===== src/rtl/flist_pkg.sv =====
package flist_pkg;
  typedef enum logic [1:0] {
    SEL_INDEX   = 2'd0,
    SEL_BASE    = 2'd1,
    SEL_SEGMENT = 2'd2,
    SEL_SIZE    = 2'd3
  } reg_sel_e;

  typedef enum logic [1:0] {
    LEN_1024 = 2'b00,
    LEN_512  = 2'b01,
    LEN_256  = 2'b10,
    LEN_RSVD = 2'b11
  } list_len_e;
endpackage


===== src/rtl/fl_index_ctr.sv =====
module fl_index_ctr #(
  parameter int IDX_W = 14
) (
  input  logic             clk,
  input  logic             rst_n,
  input  logic             load,
  input  logic [IDX_W-1:0] load_val,
  input  logic             step,
  output logic [IDX_W-1:0] idx
);
  // A software load wins over a step; the sum wraps at 2**IDX_W.
  always_ff @(posedge clk or negedge rst_n) begin
    if (!rst_n)    idx <= '0;
    else if (load) idx <= load_val;
    else if (step) idx <= idx + 1'b1;
  end
endmodule


===== src/rtl/fl_cfg_regs.sv =====
module fl_cfg_regs #(
  parameter int ADDR_W   = 32,
  parameter int PAGE_LSB = 12
) (
  input  logic                      clk,
  input  logic                      rst_n,
  input  logic                      cap_64,
  input  logic                      wr_base,
  input  logic                      wr_seg,
  input  logic                      wr_size,
  input  logic [ADDR_W-1:0]         wdata,
  output logic [ADDR_W-1:PAGE_LSB]  base,
  output logic [ADDR_W-1:0]         seg,
  output logic [1:0]                size
);
  always_ff @(posedge clk or negedge rst_n) begin
    if (!rst_n) begin
      base <= '0;
      seg  <= '0;
      size <= '0;
    end else begin
      if (wr_base)          base <= wdata[ADDR_W-1:PAGE_LSB];
      if (wr_seg && cap_64) seg  <= wdata;
      if (wr_size)          size <= wdata[1:0];
    end
  end
endmodule


===== src/rtl/fl_addr_form.sv =====
module fl_addr_form
  import flist_pkg::*;
#(
  parameter int IDX_W    = 14,
  parameter int SUB_W    = 3,
  parameter int ADDR_W   = 32,
  parameter int PAGE_LSB = 12
) (
  input  logic [IDX_W-1:0]         idx,
  input  logic [1:0]               size,
  input  logic [ADDR_W-1:PAGE_LSB] base,
  input  logic [ADDR_W-1:0]        seg,
  input  logic                     cap_64,
  output logic [2*ADDR_W-1:0]      entry_addr,
  output logic [IDX_W-SUB_W-1:0]   sof_frame,
  output logic                     size_err
);
  // Slots are 4 bytes, so a page holds 2**SLOT_W slots.
  localparam int SLOT_W = PAGE_LSB - 2;

  logic [SLOT_W-1:0] slot_raw;
  logic [SLOT_W-1:0] slot_mask;
  logic [SLOT_W-1:0] slot;
  logic [1:0]        shrink;

  assign slot_raw  = idx[SUB_W +: SLOT_W];
  assign sof_frame = idx[IDX_W-1:SUB_W];

  always_comb begin
    unique case (list_len_e'(size))
      LEN_512: shrink = 2'd1;
      LEN_256: shrink = 2'd2;
      default: shrink = 2'd0;
    endcase
  end

  assign slot_mask = {SLOT_W{1'b1}} >> shrink;

  for (genvar b = 0; b < SLOT_W; b++) begin : g_slot
    assign slot[b] = slot_raw[b] & slot_mask[b];
  end

  assign entry_addr[ADDR_W-1:0]        = {base, slot, 2'b00};
  assign entry_addr[2*ADDR_W-1:ADDR_W] = cap_64 ? seg : '0;
  assign size_err = (list_len_e'(size) == LEN_RSVD);
endmodule


===== src/rtl/flist_addr_gen.sv =====
module flist_addr_gen
  import flist_pkg::*;
#(
  parameter int IDX_W    = 14,
  parameter int SUB_W    = 3,
  parameter int ADDR_W   = 32,
  parameter int PAGE_LSB = 12
) (
  input  logic                     clk,
  input  logic                     rst_n,
  input  logic                     run_en,
  input  logic                     uframe_end,
  input  logic                     cap_64,
  input  logic                     reg_wr,
  input  logic [1:0]               reg_sel,
  input  logic [ADDR_W-1:0]        reg_wdata,
  output logic [ADDR_W-1:0]        reg_rdata,
  output logic [IDX_W-SUB_W-1:0]   sof_frame,
  output logic [2*ADDR_W-1:0]      entry_addr,
  output logic                     size_err
);
  logic [IDX_W-1:0]         idx_q;
  logic [ADDR_W-1:PAGE_LSB] base_q;
  logic [ADDR_W-1:0]        seg_q;
  logic [1:0]               size_q;
  logic                     wr_idx, wr_base, wr_seg, wr_size, step;

  assign wr_idx  = reg_wr && (reg_sel_e'(reg_sel) == SEL_INDEX);
  assign wr_base = reg_wr && (reg_sel_e'(reg_sel) == SEL_BASE);
  assign wr_seg  = reg_wr && (reg_sel_e'(reg_sel) == SEL_SEGMENT);
  assign wr_size = reg_wr && (reg_sel_e'(reg_sel) == SEL_SIZE);
  assign step    = run_en && uframe_end;

  fl_index_ctr #(.IDX_W(IDX_W)) u_ctr (
    .clk(clk), .rst_n(rst_n), .load(wr_idx),
    .load_val(reg_wdata[IDX_W-1:0]), .step(step), .idx(idx_q)
  );

  fl_cfg_regs #(.ADDR_W(ADDR_W), .PAGE_LSB(PAGE_LSB)) u_cfg (
    .clk(clk), .rst_n(rst_n), .cap_64(cap_64),
    .wr_base(wr_base), .wr_seg(wr_seg), .wr_size(wr_size),
    .wdata(reg_wdata), .base(base_q), .seg(seg_q), .size(size_q)
  );

  fl_addr_form #(.IDX_W(IDX_W), .SUB_W(SUB_W), .ADDR_W(ADDR_W),
                 .PAGE_LSB(PAGE_LSB)) u_addr (
    .idx(idx_q), .size(size_q), .base(base_q), .seg(seg_q),
    .cap_64(cap_64), .entry_addr(entry_addr), .sof_frame(sof_frame),
    .size_err(size_err)
  );

  always_comb begin
    reg_rdata = '0;
    unique case (reg_sel_e'(reg_sel))
      SEL_INDEX:   reg_rdata[IDX_W-1:0]         = idx_q;
      SEL_BASE:    reg_rdata[ADDR_W-1:PAGE_LSB] = base_q;
      SEL_SEGMENT: reg_rdata                    = cap_64 ? seg_q : '0;
      SEL_SIZE:    reg_rdata[1:0]               = size_q;
      default:     reg_rdata                    = '0;
    endcase
  end
endmodule


===== config.mk =====
export PLATFORM = sky130hd
export DESIGN_NAME = flist_addr_gen
export DESIGN_NICKNAME = d
export VERILOG_FILES = /design/src/rtl/flist_pkg.sv /design/src/rtl/fl_index_ctr.sv /design/src/rtl/fl_cfg_regs.sv /design/src/rtl/fl_addr_form.sv /design/src/rtl/flist_addr_gen.sv
export SDC_FILE = /design/constraint.sdc
export NUM_CORES = 1
export LEC_CHECK = 0
export ABC_CLOCK_PERIOD_IN_PS = 1600
export CORE_MARGIN = 3
export CORE_UTILIZATION = 35
export DETAILED_ROUTE_END_ITERATION = 6
export PLACE_DENSITY = 0.69
export SYNTH_ARGS = -nofsm -noshare
export SYNTH_HDL_FRONTEND = slang
export SYNTH_SLANG_ARGS = --single-unit

===== constraint.sdc =====
create_clock -name clk -period 1.6 [get_ports clk]
set_input_delay 0.16 -clock clk [delete_from_list [all_inputs] [get_ports clk]]
set_output_delay 0.16 -clock clk [all_outputs]
set_load 0.1 [all_outputs]

==> flow_metrics.env <==
export IMPL_die_area_sq_um=12200
export IMPL_yosysSeqAreaShare=0.446
export IMPL_vias=3235
export IMPL_ir_drop_mv=1.58
export IMPL_hp_class="in -> async"
export IMPL_fill_cells=751
export IMPL_violations="setup timing"
export IMPL_critPathCaptureType="primary output"
export IMPL_area_growth_pct=90.8
export IMPL_whs_ps=401
export IMPL_critPathLaunchType="register"
export IMPL_io_pins=148
export IMPL_globalRouteOverflowTotal=0
export IMPL_clockBufferDepth=2
export IMPL_critPathRequiredTime_ps=1440
export IMPL_yosys_top_cells_area="dfrtp_1 45%, mux2_2 14%, and2_1 5.6%"
export IMPL_grt_usage=0.204
export IMPL_routed_wirelength_um=12300
export IMPL_ys_types=35
export IMPL_grt_pass1_wl_um=18900
export IMPL_numCtsBuffers=9
export IMPL_syn_area_sq_um=3810
export IMPL_crit_fanout=5
export IMPL_clk_latency_ps=340
export IMPL_root_buffer="clkbuf_8"
export IMPL_cp_cell_sequence="a222oi_1 > buf_4 > nor2_4 > buf_12"
export IMPL_setup_violations_final=5
export IMPL_start_util=0.364
export IMPL_drive_gt1_frac=0.607
export IMPL_max_cap_viol_count=0
export IMPL_drtIter0Drc=103
export IMPL_synth_largest_area_cell="dfrtp_1"
export IMPL_multiInputGateArea_sq_um=2190
export IMPL_slew_viol_final=0
export IMPL_place_inst=614
export IMPL_syn_area_per_cell_sq_um=11.2
export IMPL_numPortBuffers=145
export IMPL_powerDensity_nw_per_um2=1600
export IMPL_synth_edf_count=0
export IMPL_grt_use_met2=0.373
export IMPL_grtUsageMet3=0.0553
export IMPL_cts_htree_levels=3
export IMPL_ys_seq_elements=68
export IMPL_core_area_sq_um=10500
export IMPL_synth_warnings=0
export IMPL_synthArstFlopShare=1.00
export IMPL_grt_pass1_vias=3465
export IMPL_drt_pass1_iterations=4
export IMPL_num_rows=37
export IMPL_nNetsFinal=550
export IMPL_cp_slowest_cell="dfrtp_2"
export IMPL_hold_violations=0
export IMPL_routedWlPerCell_um=19.2
export IMPL_clock_sinks=68
export IMPL_synthCells=339
export IMPL_fin_crit_sh=1.06
export IMPL_ant_nets=0
export IMPL_mostFrequentLayoutCell="buf_12"
export IMPL_busiest_layer="met2"
export IMPL_criticalPathCategory="reg -> out"
export IMPL_layout_setup_ws_ps=-92.5
export IMPL_cts_clk_slew_worst_paths_ps=80
export IMPL_max_freq_ghz=0.591
export IMPL_mostFrequentLayoutCells="115 x buf_12, 47 x mux2_2, 45 x dfrtp_1"
export IMPL_fin_crit_ps=1690
export IMPL_n_antenna_cell=0
export IMPL_finalNonFillerCells=642
export IMPL_grt_setup_unrepaired="true"
export IMPL_route_detailed_drc=0
export IMPL_leakagePower_nw=3.06
export IMPL_max_stage_delay_ps=440
export IMPL_seq_area_sq_um=1730
export IMPL_grt_max_degree=69
export IMPL_ys_flop_type="dfrtp_1"
export IMPL_viasPerCell=5.04
export IMPL_tritoncts="done"
export IMPL_synth_top_area_frac=0.446
export IMPL_gr_usage_met1=0.238
export IMPL_preCtsSetupSlack_ps=-488
export IMPL_die_y_um=110
export IMPL_outcome="complete, but fails checks"
export IMPL_tns_ps=-332
export IMPL_skew_ps=15.6
export IMPL_antenna_found_initial=0
export IMPL_die_w_um=110
export IMPL_critPathArrivalTime_ps=1530
export IMPL_dp_hpwl_um=8920
export IMPL_gp_congestion=0.797
==> flip-flops by register name (all words and copies together), names as in the netlist <==
signal      count
u_cfg.seg      32
u_ctr.idx      14
u_cfg.base     20
u_cfg.size      2
==> metrics by stage <==
stage / instance area [sq um] / total power, mW / utilization
after floorplan: 4030 / 7.28 / -
after global placement: 6780 / 9.81 / 0.648
after detailed placement: 6780 / 9.97 / 0.648
after CTS: 7220 / 11.7 / 0.690
after global routing: 7270 / 12.0 / 0.695
final: 7270 / 11.6 / 0.695
==> cells by family after synthesis <==
family | Yosys count | share of synthesized area
AOI/OAI and AO/OA | 49 | 0.0939
xor gates and xnor gates | 12 | 0.0276
adders and majority gates | 9 | 0.0295
buffers and inverters | 45 | 0.0755
DFF | 68 | 0.446
muxes | 55 | 0.162
other | 1 | 0.000984
and+or+nand+nor | 100 | 0.164
==> cell usage after synthesis (8+ instances only) <==
library cell   n
a21oi_1       14
xnor2_1       11
mux2_2        47
clkbuf_1       8
nor2b_1       19
a22oi_1       18
buf_4         20
and2_1        34
nor2_1        21
a22o_1         9
dfrtp_1       68
ha_1           9
==> power breakdown <==
group,switching [mW],internal [mW],total [mW]
Sequential,0.473,2.15,2.62
Clock,0.650,0.874,1.52
Combinational,4.70,2.76,7.46
==> final timing paths <==
check	startpoint	to	slack (ps)	cells after the start
worst max register to register	u_ctr.idx[0]	u_ctr.idx[10]	170	6
worst max-delay path	u_cfg.size[0]	reg_rdata[0]	-90	4
max in group asynchronous	rst_n	u_cfg.base[18]	870	3
min in group clk	reg_wdata[2]	u_ctr.idx[2]	430	3
worst min-delay path	rst_n	u_cfg.seg[3]	400	3
worst min register to register	u_cfg.seg[5]	u_cfg.seg[5]	520	1
==> layout make-up <==
cell class,instances,share of cell area
repair buffers,187,0.406
multi-input cells,228,0.301
flip-flops and latches,68,0.238
well taps,136,0.0234
clock buffers,11,0.0181
clock inverters,5,0.0107
inverters,7,0.00361
==> critical path, delay by kind of cell (launching register included) <==
kind,cells,cell delay (ps)
DFF,1,440
AOI/OAI and AO/OA,1,370
buffers and inverters,2,340
and+or+nand+nor,1,40
==> repair_timing <==
item,CTS,global route
endpoints found under the hold margin,68,0
resized for setup,43,7
buffers inserted,6,4
hold buffers,1,0
cloned,1,1
endpoints found under the setup margin,68,33
pin swaps,5,7
==> routing by layer <==
layer,up-vias,share of wire
met5,-,0
met4,0,0.011
met3,13,0.075
met2,110,0.53
met1,1627,0.38
li1,1485,-
No activity file was read; power rests on OpenSTA's default activity.
